[src/rtl/exc_pkg.sv]
package exc_pkg;
  typedef enum logic [1:0] {
    CAUSE_NONE = 2'd0,
    CAUSE_SYNC = 2'd1,
    CAUSE_EXT  = 2'd2,
    CAUSE_DEC  = 2'd3
  } cause_e;

  localparam int unsigned OFF_SYNC = 'h700;
  localparam int unsigned OFF_EXT  = 'h500;
  localparam int unsigned OFF_DEC  = 'h900;
endpackage

[src/rtl/exc_arb.sv]
module exc_arb
  import exc_pkg::*;
(
  input  logic   rfi_i,
  input  logic   sync_i,
  input  logic   ext_i,
  input  logic   dec_i,
  input  logic   ee_i,
  output logic   take_o,
  output cause_e cause_o
);
  always_comb begin
    cause_o = CAUSE_NONE;
    if (!rfi_i) begin
      if (sync_i)             cause_o = CAUSE_SYNC;
      else if (ee_i && ext_i) cause_o = CAUSE_EXT;
      else if (ee_i && dec_i) cause_o = CAUSE_DEC;
    end
    take_o = (cause_o != CAUSE_NONE);
  end
endmodule

[src/rtl/exc_vec.sv]
module exc_vec
  import exc_pkg::*;
#(
  parameter int unsigned   AW       = 32,
  parameter logic [AW-1:0] VEC_BASE = AW'('h1000)
) (
  input  cause_e        cause_i,
  output logic [AW-1:0] vec_o
);
  logic [AW-1:0] off;
  always_comb begin
    unique case (cause_i)
      CAUSE_SYNC: off = AW'(OFF_SYNC);
      CAUSE_EXT:  off = AW'(OFF_EXT);
      CAUSE_DEC:  off = AW'(OFF_DEC);
      default:    off = '0;
    endcase
    vec_o = VEC_BASE + off;
  end
endmodule

[src/rtl/exc_regs.sv]
module exc_regs
  import exc_pkg::*;
#(
  parameter int unsigned AW      = 32,
  parameter int unsigned SW      = 32,
  parameter int unsigned EE_BIT  = 15,
  parameter int unsigned SUP_BIT = 14
) (
  input  logic          clk_i,
  input  logic          rst_ni,
  input  logic [AW-1:0] pc_i,
  input  logic          take_i,
  input  cause_e        cause_i,
  input  logic [AW-1:0] vec_i,
  input  logic          rfi_i,
  input  logic          dec_eff_i,
  input  logic          we_i,
  input  logic [SW-1:0] wdata_i,
  output logic [SW-1:0] state_o,
  output logic [AW-1:0] srr0_o,
  output logic [SW-1:0] srr1_o,
  output logic          dec_pend_o,
  output logic          redirect_o,
  output logic [AW-1:0] target_o
);
  localparam logic [SW-1:0] SUP_MASK  = SW'(1) << SUP_BIT;
  localparam logic [SW-1:0] EE_MASK   = SW'(1) << EE_BIT;
  localparam logic [SW-1:0] RST_STATE = SUP_MASK;

  logic [SW-1:0] state_q, srr1_q;
  logic [AW-1:0] srr0_q, target_q;
  logic          redirect_q, dec_pend_q;

  always_ff @(posedge clk_i or negedge rst_ni) begin
    if (!rst_ni) begin
      state_q    <= RST_STATE;
      srr0_q     <= '0;
      srr1_q     <= '0;
      target_q   <= '0;
      redirect_q <= 1'b0;
      dec_pend_q <= 1'b0;
    end else begin
      redirect_q <= rfi_i || take_i;
      dec_pend_q <= dec_eff_i && !(take_i && cause_i == CAUSE_DEC);
      if (rfi_i) begin
        state_q  <= srr1_q;
        target_q <= srr0_q;
      end else if (take_i) begin
        srr0_q   <= pc_i;
        srr1_q   <= state_q;
        state_q  <= (state_q | SUP_MASK) & ~EE_MASK;
        target_q <= vec_i;
      end else if (we_i) begin
        state_q  <= wdata_i;
      end
    end
  end

  assign state_o    = state_q;
  assign srr0_o     = srr0_q;
  assign srr1_o     = srr1_q;
  assign dec_pend_o = dec_pend_q;
  assign redirect_o = redirect_q;
  assign target_o   = target_q;

  assert_save_pair_R2: assert property (@(posedge clk_i) disable iff (!rst_ni)
    take_i |=> (srr0_q == $past(pc_i)) && (srr1_q == $past(state_q)));
  assert_entry_mode_R3: assert property (@(posedge clk_i) disable iff (!rst_ni)
    take_i |=> state_q[SUP_BIT] && !state_q[EE_BIT] && redirect_q);
  assert_redirect_pulse_R3: assert property (@(posedge clk_i) disable iff (!rst_ni)
    (!take_i && !rfi_i) |=> !redirect_q);
  assert_return_R8: assert property (@(posedge clk_i) disable iff (!rst_ni)
    rfi_i |=> (state_q == $past(srr1_q)) && (target_q == $past(srr0_q)) && redirect_q);
  assert_save_hold_R9: assert property (@(posedge clk_i) disable iff (!rst_ni)
    rfi_i |=> $stable(srr0_q) && $stable(srr1_q));
endmodule

[src/rtl/exc_unit.sv]
module exc_unit
  import exc_pkg::*;
#(
  parameter int unsigned   AW       = 32,
  parameter int unsigned   SW       = 32,
  parameter int unsigned   EE_BIT   = 15,
  parameter int unsigned   SUP_BIT  = 14,
  parameter logic [AW-1:0] VEC_BASE = AW'('h1000)
) (
  input  logic          clk_i,
  input  logic          rst_ni,
  input  logic [AW-1:0] pc_i,
  input  logic          sync_req_i,
  input  logic          ext_irq_i,
  input  logic          dec_req_i,
  input  logic          rfi_i,
  input  logic          state_we_i,
  input  logic [SW-1:0] state_wdata_i,
  output logic          redirect_o,
  output logic [AW-1:0] target_o,
  output logic [SW-1:0] state_o,
  output logic [AW-1:0] save_addr_o,
  output logic [SW-1:0] save_state_o
);
  logic          take, dec_pend, dec_eff;
  cause_e        cause;
  logic [AW-1:0] vec;

  assign dec_eff = dec_pend || dec_req_i;

  exc_arb u_arb (
    .rfi_i   (rfi_i),
    .sync_i  (sync_req_i),
    .ext_i   (ext_irq_i),
    .dec_i   (dec_eff),
    .ee_i    (state_o[EE_BIT]),
    .take_o  (take),
    .cause_o (cause)
  );

  exc_vec #(.AW(AW), .VEC_BASE(VEC_BASE)) u_vec (
    .cause_i (cause),
    .vec_o   (vec)
  );

  exc_regs #(.AW(AW), .SW(SW), .EE_BIT(EE_BIT), .SUP_BIT(SUP_BIT)) u_regs (
    .clk_i      (clk_i),
    .rst_ni     (rst_ni),
    .pc_i       (pc_i),
    .take_i     (take),
    .cause_i    (cause),
    .vec_i      (vec),
    .rfi_i      (rfi_i),
    .dec_eff_i  (dec_eff),
    .we_i       (state_we_i),
    .wdata_i    (state_wdata_i),
    .state_o    (state_o),
    .srr0_o     (save_addr_o),
    .srr1_o     (save_state_o),
    .dec_pend_o (dec_pend),
    .redirect_o (redirect_o),
    .target_o   (target_o)
  );

  assert_async_gate_R5: assert property (@(posedge clk_i) disable iff (!rst_ni)
    (take && cause != CAUSE_SYNC) |-> state_o[EE_BIT]);
  assert_sync_first_R6: assert property (@(posedge clk_i) disable iff (!rst_ni)
    (sync_req_i && !rfi_i) |-> (take && cause == CAUSE_SYNC));
  assert_ext_first_R7: assert property (@(posedge clk_i) disable iff (!rst_ni)
    (take && ext_irq_i && !sync_req_i) |-> cause == CAUSE_EXT);
  assert_rfi_excl_R9: assert property (@(posedge clk_i) disable iff (!rst_ni)
    rfi_i |-> !take);
endmodule

[config.mk]
export PLATFORM = sky130hd
export DESIGN_NAME = exc_unit
export DESIGN_NICKNAME = d
export VERILOG_FILES = /design/src/rtl/exc_pkg.sv /design/src/rtl/exc_arb.sv /design/src/rtl/exc_vec.sv /design/src/rtl/exc_regs.sv /design/src/rtl/exc_unit.sv
export SDC_FILE = /design/constraint.sdc
export NUM_CORES = 1
export LEC_CHECK = 0
export BUFFER_PORTS_ARGS = -buffer_cell sky130_fd_sc_hd__buf_2
export CAP_MARGIN = 30
export CORE_MARGIN = 8
export CORE_UTILIZATION = 49
export DETAILED_ROUTE_END_ITERATION = 10
export PLACE_DENSITY = 0.87
export REMOVE_ABC_BUFFERS = 1
export SKIP_CTS_REPAIR_TIMING = 1
export SYNTH_ARGS = -nofsm -noshare
export SYNTH_HDL_FRONTEND = slang
export SYNTH_SLANG_ARGS = --single-unit
[constraint.sdc]
create_clock -name clk_i -period 2.4 [get_ports clk_i]
set_input_delay 0.48 -clock clk_i [delete_from_list [all_inputs] [get_ports clk_i]]
set_output_delay 0.48 -clock clk_i [all_outputs]
set_load 0.02 [all_outputs]
=== Word level (Yosys, flattened, before mapping) ===
Index checks and enable logic that the tools add are counted.

* Add/sub/neg operators: 1
* Eq/ne operators: 4
* Multiplexer cells: 10
* Bitwise gates (word level): 1
* Reductions and logical operators: 13

{| class="wikitable"
|+ Operators by type and width
! operator !! number
|-
| $mux 32 || 5
|-
| $pmux 12 s3 || 1
|-
| $add 13x12->14 const A || 1
|-
| $mux 2 || 4
|-
| $reduce_bool 2->1 || 3
|-
| $eq 2x2->1 const B || 2
|-
| $logic_and 1x1->1 || 4
|-
| $reduce_and 2->1 || 2
|-
| $reduce_bool 3->1 || 1
|-
| $eq 2x1->1 const B || 1
|-
| $logic_or 1x1->1 || 2
|-
| $ne 2x2->1 const B || 1
|-
| $logic_not 1->1 || 1
|-
| $not 1->1 || 1
|}

* Flip-flop bits (word level): 130
* Output and inout port bits: 129
* Word-level logic and storage cells: 36

=== Depth between registers and ports, before layout ===
Gate-level depths: netlist (run 1).

* Depth in word-level cells: 11
* Mapped depth: 11
* Gate-level depth less buffers: 8

=== Cells and area by module ===
From an unflattened synthesis (run 1), not the netlist that was laid out.

* Cells, all modules: 501
* Area, all modules: 6353.6 um^2

{| class="wikitable"
|+ By module, submodules not included
! module !! times used !! cells each !! area an instance (um^2)
|-
| exc_regs || 1 || 458 || 6049.6
|-
| exc_vec || 1 || 36 || 266.5
|-
| exc_arb || 1 || 6 || 31.3
|-
| exc_unit || 1 || 1 || 6.3
|}

=== Worst setup path before layout (run 1) ===
Ideal clock, no wire load.

* Kind: input to register
* Start: in rfi_i
* End: reg u_regs.srr1_q[24] (netlist: u_regs.srr1_o[24])
* Library setup time: 0.128 ns
* Arrival: 2.083 ns
* Setup slack: 0.190 ns
* Stages: 10
* Path buffers: 5
* Cell sequence: buf_2 -> buf_2 -> nor2_1 -> o311ai_1 -> ha_1 -> buf_4 -> nor2_2 -> buf_6 -> buf_6 -> mux2_1

* Word-level cells in the longest chain between the ends: 3
* Elaborated cells between the ends (all ways): 4
* Those cells by class: 1 x mux; 1 x bitwise; 2 x reduce/logical

{| class="wikitable"
|+ RTL lines
! item !! RTL line !! RTL
|-
| start, declared || exc_unit.sv:16 || <nowiki>input logic rfi_i,</nowiki>
|-
| $mux 2 || exc_arb.sv:14 || <nowiki>if (!rfi_i) begin</nowiki>
|-
| $reduce_bool 2->1 || exc_arb.sv:19 || <nowiki>take_o = (cause_o != CAUSE_NONE);</nowiki>
|-
| $reduce_and 2->1 (no line) (*) || -- ||
|-
| end signal, assigned || exc_regs.sv:50 || <nowiki>srr1_q <= state_q;</nowiki>
|-
| end, declared || exc_regs.sv:30 || <nowiki>logic [SW-1:0] state_q, srr1_q;</nowiki>
|}

Every way passes the cells marked *; elsewhere a longest branch is shown, timed or not.
A chain may end at the register's enable or synchronous reset.

=== Worst setup path after layout (run 1) ===
* Start: reg u_regs.state_q[15] (netlist: u_regs.state_o[15])
* End: reg u_regs.srr0_q[0] (netlist: u_regs.srr0_o[0])

* Word-level cells in the longest chain between the ends: 7
* Elaborated cells between the ends (all ways): 8
* Those cells by class: 4 x mux; 4 x reduce/logical

{| class="wikitable"
|+ RTL lines
! item !! RTL line !! RTL
|-
| start, declared || exc_regs.sv:30 ||
|-
| start signal, assigned || exc_regs.sv:46 || <nowiki>state_q <= srr1_q;</nowiki>
|-
| start signal, assigned || exc_regs.sv:51 || <nowiki>state_q <= (state_q | SUP_MASK) & ~EE_MASK;</nowiki>
|-
| start signal, assigned || exc_regs.sv:54 || <nowiki>state_q <= wdata_i;</nowiki>
|-
| $logic_and 1x1->1 || exc_arb.sv:17 || <nowiki>else if (ee_i && dec_i) cause_o = CAUSE_DEC;</nowiki>
|-
| $mux 2 || exc_arb.sv:17 ||
|-
| $mux 2 (*) || exc_arb.sv:16 || <nowiki>else if (ee_i && ext_i) cause_o = CAUSE_EXT;</nowiki>
|-
| $mux 2 (*) || exc_arb.sv:15 || <nowiki>if (sync_i) cause_o = CAUSE_SYNC;</nowiki>
|-
| $mux 2 (*) || exc_arb.sv:14 ||
|-
| $reduce_bool 2->1 (*) || exc_arb.sv:19 ||
|-
| $reduce_and 2->1 (no line) (*) || -- ||
|-
| end signal, assigned || exc_regs.sv:49 || <nowiki>srr0_q <= pc_i;</nowiki>
|-
| end, declared || exc_regs.sv:31 || <nowiki>logic [AW-1:0] srr0_q, target_q;</nowiki>
|}

Marked as above.

==> out/qor.yml, run 1 <==
outcome:
  status: "complete, no violations"
logic_synthesis:
  synth_area_sq_um: 5150
  synthArstFlopShare_pct: 100
  synth_edf_count: 0
  avgSynthCellArea_sq_um: 13.8
  ys.flop_type: "dfrtp_1"
  yosysTopAreaCellShare_pct: 62.7
  ys_ff_latch: 130
  synth_commonest_cells: "dfrtp_1, mux2_1, nand2_1"
  syn-instance-count: 374
  seq_area_frac_synth_pct: 63.2
  yosys.cell_count.top_type: "dfrtp_1"
  ys_types: 24
  yosysTopAreaCell: "dfrtp_1"
  synth_area_leaders: "dfrtp_1, mux2_1, mux2i_1, a22o_1, nand2_1"
  yosysWarningCount: 0
clock_network:
  cts_tree: "built"
  clock_sinks: 130
  insertion_delay_ps: 510
  cts.path.max_buffers: 2
  cts.reportedPaths.clkPinSlew_ps: 60
  numCtsBuffers: 17
  cts-root-buf: "clkbuf_8"
  cts-htree-levels: 4
timing:
  timing.slew.headroom_pct: 62.4
  setup_viol: 0
  fmax_mhz: 492
  whs_ps: 182
  slew_viol_final: 0
  tightest_slew_ps: 564
  period_minus_slack_ps: 2030
  finalCritPeriodShare_pct: 84.8
  clock_skew_ps: 10.9
  grt_setup_unrepaired: "false"
  finalHoldViolCount: 0
place:
  dp.cells: 693
  hpwlAfterDp_um: 9550
  io_buffers: 199
  place.gp.congestion: 0.812
die:
  die-area_sq_um: 14000
  ios: 200
  die_h_um: 119
  row_count: 37
  die_width_um: 119
  start_util_pct: 50.1
  core_area_sq_um: 10300
setup_path:
  crit_family: "simple AND/OR/NAND/NOR gates"
  end_kind: "register"
  crit_slowest_cell: "dfrtp_1"
  crit_chain: "nor3b_1, o21bai_1, ha_1, nor2_4, buf_12, mux2_1"
  required_ps: 2780
  worst_setup_path_start_kind: "register"
  arrival_ps: 2410
  critPathMaxFanout: 35
  crit_type: "reg -> reg"
  max_stage_delay_ps: 410
  crit_buf_inv: 1
cells_and_area:
  drive_above_1_share_pct: 41.7
  fin_cells: 726
  fillers: 772
  num_antenna_cells: 0
  area_growth_syn_to_layout_pct: 33.9
  final_nets: 650
  fin_util_pct: 67.1
pwr:
  p_per_area_nw_per_um2: 1250
  p_leak_nw: 3.58
  worst_ir_drop_vdd_mv: 0.645
  finalPower_w: 0.00861
drt:
  drc_errors: 0
  drtAntennaViolNets: 0
  firstDrtPassIters: 6
  wire_per_inst_um: 18.3
  vias: 3801
  wl_um: 13300
  viasPerCell: 5.24
  drt_iter0_markers: 271
global_route:
  grt_pass1_vias: 4279
  antenna_found_initial: 0
  grt_pass1_wl_um: 21800
  grt_max_degree: 63
  grt-ovfl-total: 0
  track_usage_pct: 19.2
flow_run:
  maxCapViolCount: 0
min_path:
  hold_class: "in -> reg"
-- per-stage QoR --
| step | instance area, sq um | setup TNS [ps] | setup WS, ps |
|---|---|---|---|
| floorplan | 4980 | -72030 | -977 |
| global placement | 6310 | 0 | 311 |
| detailed placement | 6310 | 0 | 159 |
| CTS | 6880 | 0 | 361 |
| global route | 6890 | 0 | 252 |
| finish | 6890 | 0 | 366 |
-- logic make-up (layout without fill, tap and decap cells) --
kind of cell / count (synthesis) / count (layout) / synth area share, %
AND/OR/NAND/NOR: 46 / 46 / 3.57
adder cells (fa/ha/maj): 2 / 2 / 0.486
AO/OA/AOI/OAI: 69 / 69 / 8.89
flip-flops: 130 / 130 / 63.2
buffers and inverters: 30 / 246 / 3.47
multiplexers: 97 / 97 / 20.4
-- registers in the layout (all words and copies together), names as in the netlist --
name	cells
u_regs.srr0_o	32
u_regs.srr1_o	32
u_regs.state_o	32
u_regs.target_o	32
u_regs.dec_pend_o	1
u_regs.redirect_o	1
-- placed cells by master, fill, tap and decap left out --
cell type      synthesis  final
a21oi_1                3      3
a22o_1                27     27
buf_12                 0      6
buf_2                  5    198
buf_4                  6      5
bufinv_16              0      2
clkbuf_1               9      2
clkbuf_16              0     16
clkbuf_8               0      2
clkinv_2               0      2
clkinv_4               0      4
clkinvlp_4             0      4
dfrtp_1              129    129
dfstp_2                1      1
dlygate4sd3_1          0      1
ha_1                   2      2
inv_1                  2      2
inv_2                  2      2
mux2_1                62     62
mux2i_1               35     35
nand2_1               37     36
nand2_2                0      1
nor2_1                 5      5
nor2_4                 0      1
nor2b_1                2      1
nor2b_2                0      1
nor3b_1                1      1
o21ai_0               23     23
o21ai_1               13     13
o21ba_2                1      1
o21bai_1               1      1
o311ai_1               1      1
-- cell type report --
cell class                      count  area (sq um)  share of cell area, %
Tap cell                          136           170                   2.47
Inverter                            4          15.0                  0.218
Clock buffer                       20           435                   6.32
Clock inverter                     12           135                   1.96
Multi-Input combinational cell    214          1730                   25.0
Sequential cell                   130          3250                   47.2
Timing Repair Buffer              210          1160                   16.8
-- path summary, 6_finish.rpt --
check / from / end / slack, ps / depth (start not counted)
hold reg to reg: u_regs.target_o[14]$_DFFE_PN0P_ / u_regs.target_o[14]$_DFFE_PN0P_ / 490 / 1
max in group asynchronous: rst_ni / u_regs.target_o[29]$_DFFE_PN0P_ / 1210 / 3
hold / removal: pc_i[13] / u_regs.srr0_o[13]$_DFFE_PN0P_ / 180 / 2
min in group asynchronous: rst_ni / u_regs.state_o[0]$_DFFE_PN0P_ / 510 / 2
setup reg to reg: u_regs.state_o[15]$_DFFE_PN0P_ / u_regs.srr0_o[0]$_DFFE_PN0P_ / 370 / 6
setup / recovery: u_regs.state_o[15]$_DFFE_PN0P_ / u_regs.srr0_o[0]$_DFFE_PN0P_ / 370 / 6
-- per-layer routing --
| metal | wire (um) | global-route usage [%] | up-vias |
|---|---|---|---|
| met5 | 0 | 0 | - |
| met4 | 151 | 5.30 | 0 |
| met3 | 1100 | 8.38 | 15 |
| met2 | 6610 | 32.2 | 161 |
| met1 | 5410 | 22.0 | 1898 |
| li1 | - | - | 1727 |
-- power breakdown --
part	internal (W)	switching, W
logic	0.00102	0.00169
clock network	0.00150	0.000926
registers	0.00292	0.000540
total	0.00545	0.00316
Power figures use the tool's default switching activity.
==> inputs of run 2 (changes only) <==
--- a/config.mk
+++ b/config.mk
@@ -5,12 +5,13 @@
 export SDC_FILE = /design/constraint.sdc
 export NUM_CORES = 1
 export LEC_CHECK = 0
+export ABC_AREA = 1
 export BUFFER_PORTS_ARGS = -buffer_cell sky130_fd_sc_hd__buf_2
 export CAP_MARGIN = 30
 export CORE_MARGIN = 8
 export CORE_UTILIZATION = 49
 export DETAILED_ROUTE_END_ITERATION = 10
-export PLACE_DENSITY = 0.87
+export PLACE_DENSITY = 0.86
 export REMOVE_ABC_BUFFERS = 1
 export SKIP_CTS_REPAIR_TIMING = 1
 export SYNTH_ARGS = -nofsm -noshare
==> constraint.sdc (replaced) <==
create_clock -name clk_i -period 1.9 [get_ports clk_i]
set_input_delay 0.38 -clock clk_i [delete_from_list [all_inputs] [get_ports clk_i]]
set_output_delay 0.38 -clock clk_i [all_outputs]
set_load 0.02 [all_outputs]
==> run 2 against run 1 <==
Effect of this change:
- critical path depth increased by 5
- die area increased by 5.6%
- sequential cell count unchanged
- clock-buffer cell count increased by 7
- worst hold slack got worse by 130 ps
- combinational power decreased by 6%
- sequential power increased by 9.5%
- largest cell class unchanged
- fmax increased by 17%
- synthesized cell count increased by 75%
- area after synthesis increased by 6.5%
- register-to-register slack got worse by 210 ps
- clock power increased by 23%
==> out/qor.yml, run 2 <==
setup_path:
  worst_setup_path_start_kind: "register"
  path_common_cell: "nand2_1"
  max_stage_delay_ps: 400  # about the same
  end_kind: "register"
  required_ps: 2370  # -410 ps
  crit_slowest_cell: "dfrtp_1"
  r2r_end: "u_regs.state_o[20]$_DFFE_PN0P_"
  crit_type: "reg -> reg"
  r2r_setup_slack_ps: 160  # -210 ps
  cp-startpoint: "u_regs.state_o[15]$_DFFE_PN0P_"
  critPathMaxFanout: 21  # -40%
  crit_family: "simple AND/OR/NAND/NOR gates"
  crit_chain: "inv_1, nor2_1, nand2_1, nand2_1, nand2_1, ha_2, nor2_8, nor2_2, buf_12, nand2_1, nand2_1"
  r2r_start: "u_regs.state_o[15]$_DFFE_PN0P_"
  crit_buf_inv: 2  # +1
  r2r_cells: 11  # +5
  arrival_ps: 2210  # -200 ps
cells_and_area:
  fin_util_pct: 66.3  # -0.77 points
  area_growth_syn_to_layout_pct: 31.6
  drive_above_1_share_pct: 29.0  # -13 points
  final_cell_mix: "nand2_1, buf_2, dfrtp_1"
  num_antenna_cells: 0  # unchanged
  mostFrequentLayoutCell: "nand2_1"
  fillers: 882  # +14%
  fin_cells: 1001  # +38%
  final_nets: 921  # +42%
clock_network:
  clock_sinks: 130  # unchanged
  cts-htree-levels: 4  # unchanged
  cts.reportedPaths.clkPinSlew_ps: 60  # about the same
  numCtsBuffers: 17  # unchanged
  insertion_delay_ps: 530  # +20 ps
  cts.path.max_buffers: 2  # unchanged
  cts_tree: "built"
  cts-root-buf: "clkbuf_8"
logic_synthesis:
  ys.flop_type: "dfrtp_1"
  yosysWarningCount: 0  # unchanged
  ys_ff_latch: 130  # unchanged
  yosysTopAreaCell: "dfrtp_1"
  synth_area_sq_um: 5480  # +6.5%
  ys_types: 18  # -25%
  synth_edf_count: 0  # unchanged
  synthArstFlopShare_pct: 100  # unchanged
  yosys.cell_count.top_type: "nand2_1"
  synth_area_leaders: "dfrtp_1, nand2_1, o21ai_0, nand3_1, inv_1"
  yosysTopAreaCellShare_pct: 58.9  # -3.8 points
  syn-instance-count: 653  # +75%
  seq_area_frac_synth_pct: 59.3  # -3.9 points
  avgSynthCellArea_sq_um: 8.40  # -39%
  synth_commonest_cells: "nand2_1, dfrtp_1, o21ai_0"
place:
  hpwlAfterDp_um: 11100  # +16%
  place.gp.congestion: 0.824  # +1.5%
  io_buffers: 199  # unchanged
  pre_cts_ws_ps: -11.5  # -170 ps
  dp.cells: 968  # +40%
timing:
  slew_viol_final: 0  # unchanged
  fmax_mhz: 574  # +17%
  setup_viol: 0  # unchanged
  timing.slew.headroom_pct: 74.1  # +12 points
  clock_skew_ps: 8.57  # -2.33 ps
  finalCritPeriodShare_pct: 91.7  # +6.9 points
  setup_ws_ps: 157  # -208 ps
  tightest_slew_ps: 389  # -175 ps
  period_minus_slack_ps: 1740  # -292 ps
  grt_setup_unrepaired: "false"
  finalHoldViolCount: 0  # unchanged
drt:
  firstDrtPassIters: 5  # -1
  drt_iter0_markers: 452  # +67%
  wl_um: 15700  # +19%
  drc_errors: 0  # unchanged
  viasPerCell: 5.08  # -2.9%
  wire_per_inst_um: 15.7  # -14%
  vias: 5088  # +34%
  drtAntennaViolNets: 0  # unchanged
pwr:
  seqPwrFrac_pct: 40.6  # +0.4 points
  p_sw_share_pct: 35.1  # -1.5 points
  p_leak_nw: 4.12  # +15%
  worst_ir_drop_vdd_mv: 0.830  # +29%
  p_per_area_nw_per_um2: 1290  # +3.6%
  finalPower_w: 0.00934  # +8.5%
  p_clk_share_pct: 32.1  # +3.9 points
  comb_power_share_pct: 27.4  # -4.1 points
  intPower_w: 0.00606  # +11%
  p_switching_w: 0.00328  # +3.9%
global_route:
  use_met2_pct: 34.2  # +2.0 points
  grt-ovfl-total: 0  # unchanged
  grtUsageMet1_pct: 28.4  # +6.4 points
  grt_max_degree: 69  # +9.5%
  busiest_layer: "met2"
  grt_pass1_vias: 5051  # +18%
  track_usage_pct: 21.9  # +2.7 points
  grtUsageMet3_pct: 6.29  # -2.1 points
  antenna_found_initial: 0  # unchanged
  grt_pass1_wl_um: 25600  # +17%
die:
  core_area_sq_um: 10900  # +5.9%
  die_h_um: 122  # +2.8%
  ios: 200  # unchanged
  start_util_pct: 50.4  # +0.27 points
  die-area_sq_um: 14800  # +5.6%
  die_width_um: 122  # +2.8%
  row_count: 38  # +2.7%
min_path:
  min_to: "u_regs.srr0_o[12]$_DFFE_PN0P_"
  hold_class: "in -> reg"
  min_path_cells: 3  # +1
  holdCritStartpoint: "pc_i[12]"
flow_run:
  maxCapViolCount: 0  # unchanged
outcome:
  status: "complete, no violations"
-- run 2: cell count changes after synthesis, sizes merged, moves of 27 or more --
cell,change
nand2,+263
mux2,-62
o21ai,+54
mux2i,-35
nand3,+35
inv,+33
a22o,-27
-- run 2: final cells by class --
cell class	instances	area [sq um]	share of cell area, %
clock buffers	27	492	6.81
clock inverters	5	50.0	0.693
inverters	37	139	1.92
multi-input cells	444	1870	26.0
flip-flops and latches	130	3250	45.1
well taps	140	175	2.43
repair buffers	218	1230	17.1
-- run 2: how the worst max path moves through the flow --
stage	to	slack, ps	cells after the start
4_1_cts	u_regs.state_o[20]$_DFFE_PN0P_	140	10
3_3_place_gp	u_regs.state_o[27]$_DFFE_PN0P_	40	10
3_5_place_dp	u_regs.state_o[20]$_DFFE_PN0P_	-10	10
2_1_floorplan	u_regs.state_o[14]$_DFFE_PN1P_	-1570	10
6_report	u_regs.state_o[20]$_DFFE_PN0P_	160	11
5_1_grt	u_regs.state_o[19]$_DFFE_PN0P_	30	11
-- run 2: cells by family (layout without fill, tap and decap cells) --
group                      count (synthesis)  after routing  share of synthesized area, %
AOI/OAI and AO/OA                         95             95                          8.74
adders and majority gates                  2              2                         0.456
buffers and inverters                     79            287                          6.57
DFF                                      130            130                          59.3
and+or+nand+nor                          347            347                          24.9
-- run 2: layer usage --
layer,part of all wire (%),up-vias,wire length [um]
li1,-,2434,-
met1,43,2389,6750
met2,47,245,7310
met3,9.1,20,1430
met4,1.5,0,232
met5,0,-,0
-- run 2: power by group through the flow --
stage               clock [W]  combinational (W)  sequential (W)
global route          0.00316            0.00280         0.00386
floorplan                   0           0.000684         0.00451
global placement            0            0.00250         0.00380
finish                0.00300            0.00255         0.00379
CTS                   0.00304            0.00259         0.00379
detailed placement          0            0.00258         0.00381
-- run 2: through the flow --
step,instance area [sq um],hold WS [ps],TNS (ps)
after floorplan,5260,84.4,-166590
after global placement,6660,422,0
after detailed placement,6660,422,-18.7
after CTS,7210,-141,0
after global routing,7220,45.2,0
final,7220,56.8,0
-- run 2: worst register-to-register path: stages (launching register included) --
cell and delay, ps:
dfrtp_1 400, inv_1 80, nor2_1 40, nand2_1 70, nand2_1 50, nand2_1 60
ha_2 310, nor2_8 70, nor2_2 260, buf_12 200, nand2_1 80, nand2_1 60
==> inputs of run 3 (changes only) <==
--- a/config.mk
+++ b/config.mk
@@ -11,7 +11,8 @@
 export CORE_MARGIN = 8
 export CORE_UTILIZATION = 49
 export DETAILED_ROUTE_END_ITERATION = 10
-export PLACE_DENSITY = 0.86
+export HOLD_SLACK_MARGIN = 0.03
+export PLACE_DENSITY = 0.88
 export REMOVE_ABC_BUFFERS = 1
 export SKIP_CTS_REPAIR_TIMING = 1
 export SYNTH_ARGS = -nofsm -noshare
==> run 3 against run 2 <==
Effect of this change:
- non-clock buffer count is 5 lower
- power is 4.1% higher
- routed wire length is 1.1% lower
==> out/qor.yml, run 3 (same netlist as run 2, synthesis figures left out) <==
global_route:
  track_usage_pct: 21.3  # -0.60 points
  grt_max_degree: 73  # +5.8%
  grt-ovfl-total: 0  # unchanged
  grtUsageMet3_pct: 5.14  # -1.2 points
  grt_pass1_wl_um: 25500  # -0.24%
  grt_pass1_vias: 5096  # +0.89%
  grtUsageMet1_pct: 28.6  # +0.13 points
  antenna_found_initial: 1  # +1
  use_met2_pct: 33.3  # -0.92 points
  busiest_layer: "met2"
drt:
  viasPerCell: 5.05  # -0.62%
  drt_iter0_markers: 383  # -15%
  drc_errors: 0  # unchanged
  wire_per_inst_um: 15.6  # -0.46%
  firstDrtPassIters: 5  # unchanged
  vias: 5026  # -1.2%
  drtAntennaViolNets: 0  # unchanged
  wl_um: 15600  # -1.1%
setup_path:
  end_kind: "register"
  required_ps: 2250  # -120 ps
  crit_chain: "inv_1, nor2_1, nand2_1, nand2_1, nand2_1, ha_4, nor2_8, buf_12, o21ai_0"
  crit_slowest_cell: "dfrtp_1"
  critPathMaxFanout: 69  # +230%
  worst_setup_path_start_kind: "register"
  path_common_cell: "nand2_1"
  arrival_ps: 2030  # -180 ps
  max_stage_delay_ps: 400  # about the same
  crit_type: "reg -> reg"
clock_network:
  insertion_delay_ps: 490  # -40 ps
  cts.path.max_buffers: 2  # unchanged
  cts.reportedPaths.clkPinSlew_ps: 60  # about the same
  clock_sinks: 130  # unchanged
  numCtsBuffers: 17  # unchanged
  cts-htree-levels: 4  # unchanged
  cts_tree: "built"
  cts-root-buf: "clkbuf_8"
place:
  dp.cells: 963  # -0.52%
  io_buffers: 199  # unchanged
  place.gp.congestion: 0.768  # -6.8%
  hpwlAfterDp_um: 10800  # -2.5%
cells_and_area:
  num_antenna_cells: 0  # unchanged
  drive_above_1_share_pct: 29.2  # +0.20 points
  final_cell_mix: "nand2_1, buf_2, dfrtp_1"
  fin_cells: 995  # -0.60%
  area_growth_syn_to_layout_pct: 32.6
  mostFrequentLayoutCell: "nand2_1"
  final_nets: 916  # -0.54%
  fin_util_pct: 66.8  # +0.49 points
die:
  ios: 200  # unchanged
  start_util_pct: 50.4  # unchanged
  die-area_sq_um: 14800  # unchanged
  die_width_um: 122  # unchanged
  core_area_sq_um: 10900  # unchanged
  die_h_um: 122  # unchanged
  row_count: 38  # unchanged
timing:
  period_minus_slack_ps: 1670  # -69.0 ps
  clock_skew_ps: 5.94  # -2.63 ps
  fmax_mhz: 598  # +4.1%
  timing.slew.headroom_pct: 58.5  # -16 points
  finalCritPeriodShare_pct: 88.1  # -3.6 points
  finalHoldViolCount: 0  # unchanged
  slew_viol_final: 0  # unchanged
  grt_setup_unrepaired: "false"
  tightest_slew_ps: 623  # +234 ps
  setup_viol: 0  # unchanged
outcome:
  status: "complete, no violations"
pwr:
  worst_ir_drop_vdd_mv: 0.649  # -22%
  p_leak_nw: 4.12  # about the same
  p_per_area_nw_per_um2: 1340  # +3.4%
min_path:
  hold_class: "in -> reg"
flow_run:
  maxCapViolCount: 0  # unchanged
## run 3: worst max-delay path, delay by kind of cell, from the launching register on
| kind | cells | cell delay [ps] |
|---|---|---|
| flops | 1 | 400 |
| fa+ha+maj | 1 | 220 |
| simple gates | 5 | 410 |
| buf+inv | 2 | 330 |
| compound gates | 1 | 150 |
## run 3: power breakdown
| group | leakage (nW) | internal [W] | switching (W) | total [W] |
|---|---|---|---|---|
| Clock | 0.293 | 0.00220 | 0.00119 | 0.00339 |
| Sequential | 1.66 | 0.00337 | 0.000418 | 0.00379 |
| Combinational | 2.17 | 0.000814 | 0.00173 | 0.00254 |
| Total | 4.12 | 0.00639 | 0.00334 | 0.00972 |
## run 3: worst paths after layout
kind                                                 startpoint                         endpoint  slack [ps]  cells past startpoint
max in group asynchronous                                rst_ni   u_regs.state_o[14]$_DFFE_PN1P_        1030                      3
worst min register to register  u_regs.target_o[11]$_DFFE_PN0P_  u_regs.target_o[11]$_DFFE_PN0P_         470                      2
worst max-delay path             u_regs.state_o[15]$_DFFE_PN0P_    u_regs.srr0_o[16]$_DFFE_PN0P_         230                      9
worst max register to register   u_regs.state_o[15]$_DFFE_PN0P_    u_regs.srr0_o[16]$_DFFE_PN0P_         230                      9
worst min-delay path                                   pc_i[11]    u_regs.srr0_o[11]$_DFFE_PN0P_          90                      3
min in group asynchronous                                rst_ni  u_regs.target_o[17]$_DFFE_PN0P_         500                      3
## run 3: layout make-up
type	instances	area [sq um]
clock inverter	12	181
fill	893	3610
clock buffer	19	442
timing repair buffer	213	1200
tap	140	175
sequential	130	3250
inverter	37	139
multi-input combinational	444	1880
## run 3: through the flow
stage / setup WS, ps / instance area [sq um] / setup TNS (ps) / hold WS (ps) / power, W
2_1_floorplan: -1570 / 5260 / -166590 / 84.4 / 0.00520
3_3_place_gp: 95.4 / 6630 / 0 / 419 / 0.00630
3_5_place_dp: 9.51 / 6630 / 0 / 417 / 0.00639
4_1_cts: 129 / 7250 / 0 / -116 / 0.00983
5_1_grt: 85.8 / 7270 / 0 / 82.0 / 0.0102
6_report: 226 / 7270 / 0 / 94.7 / 0.00972
## run 3: routing by layer
layer	vias up	part of all wire [%]
met4	2	1.2
met3	15	8.5
li1	2416	-
met5	-	0.064
met2	229	47
met1	2364	44
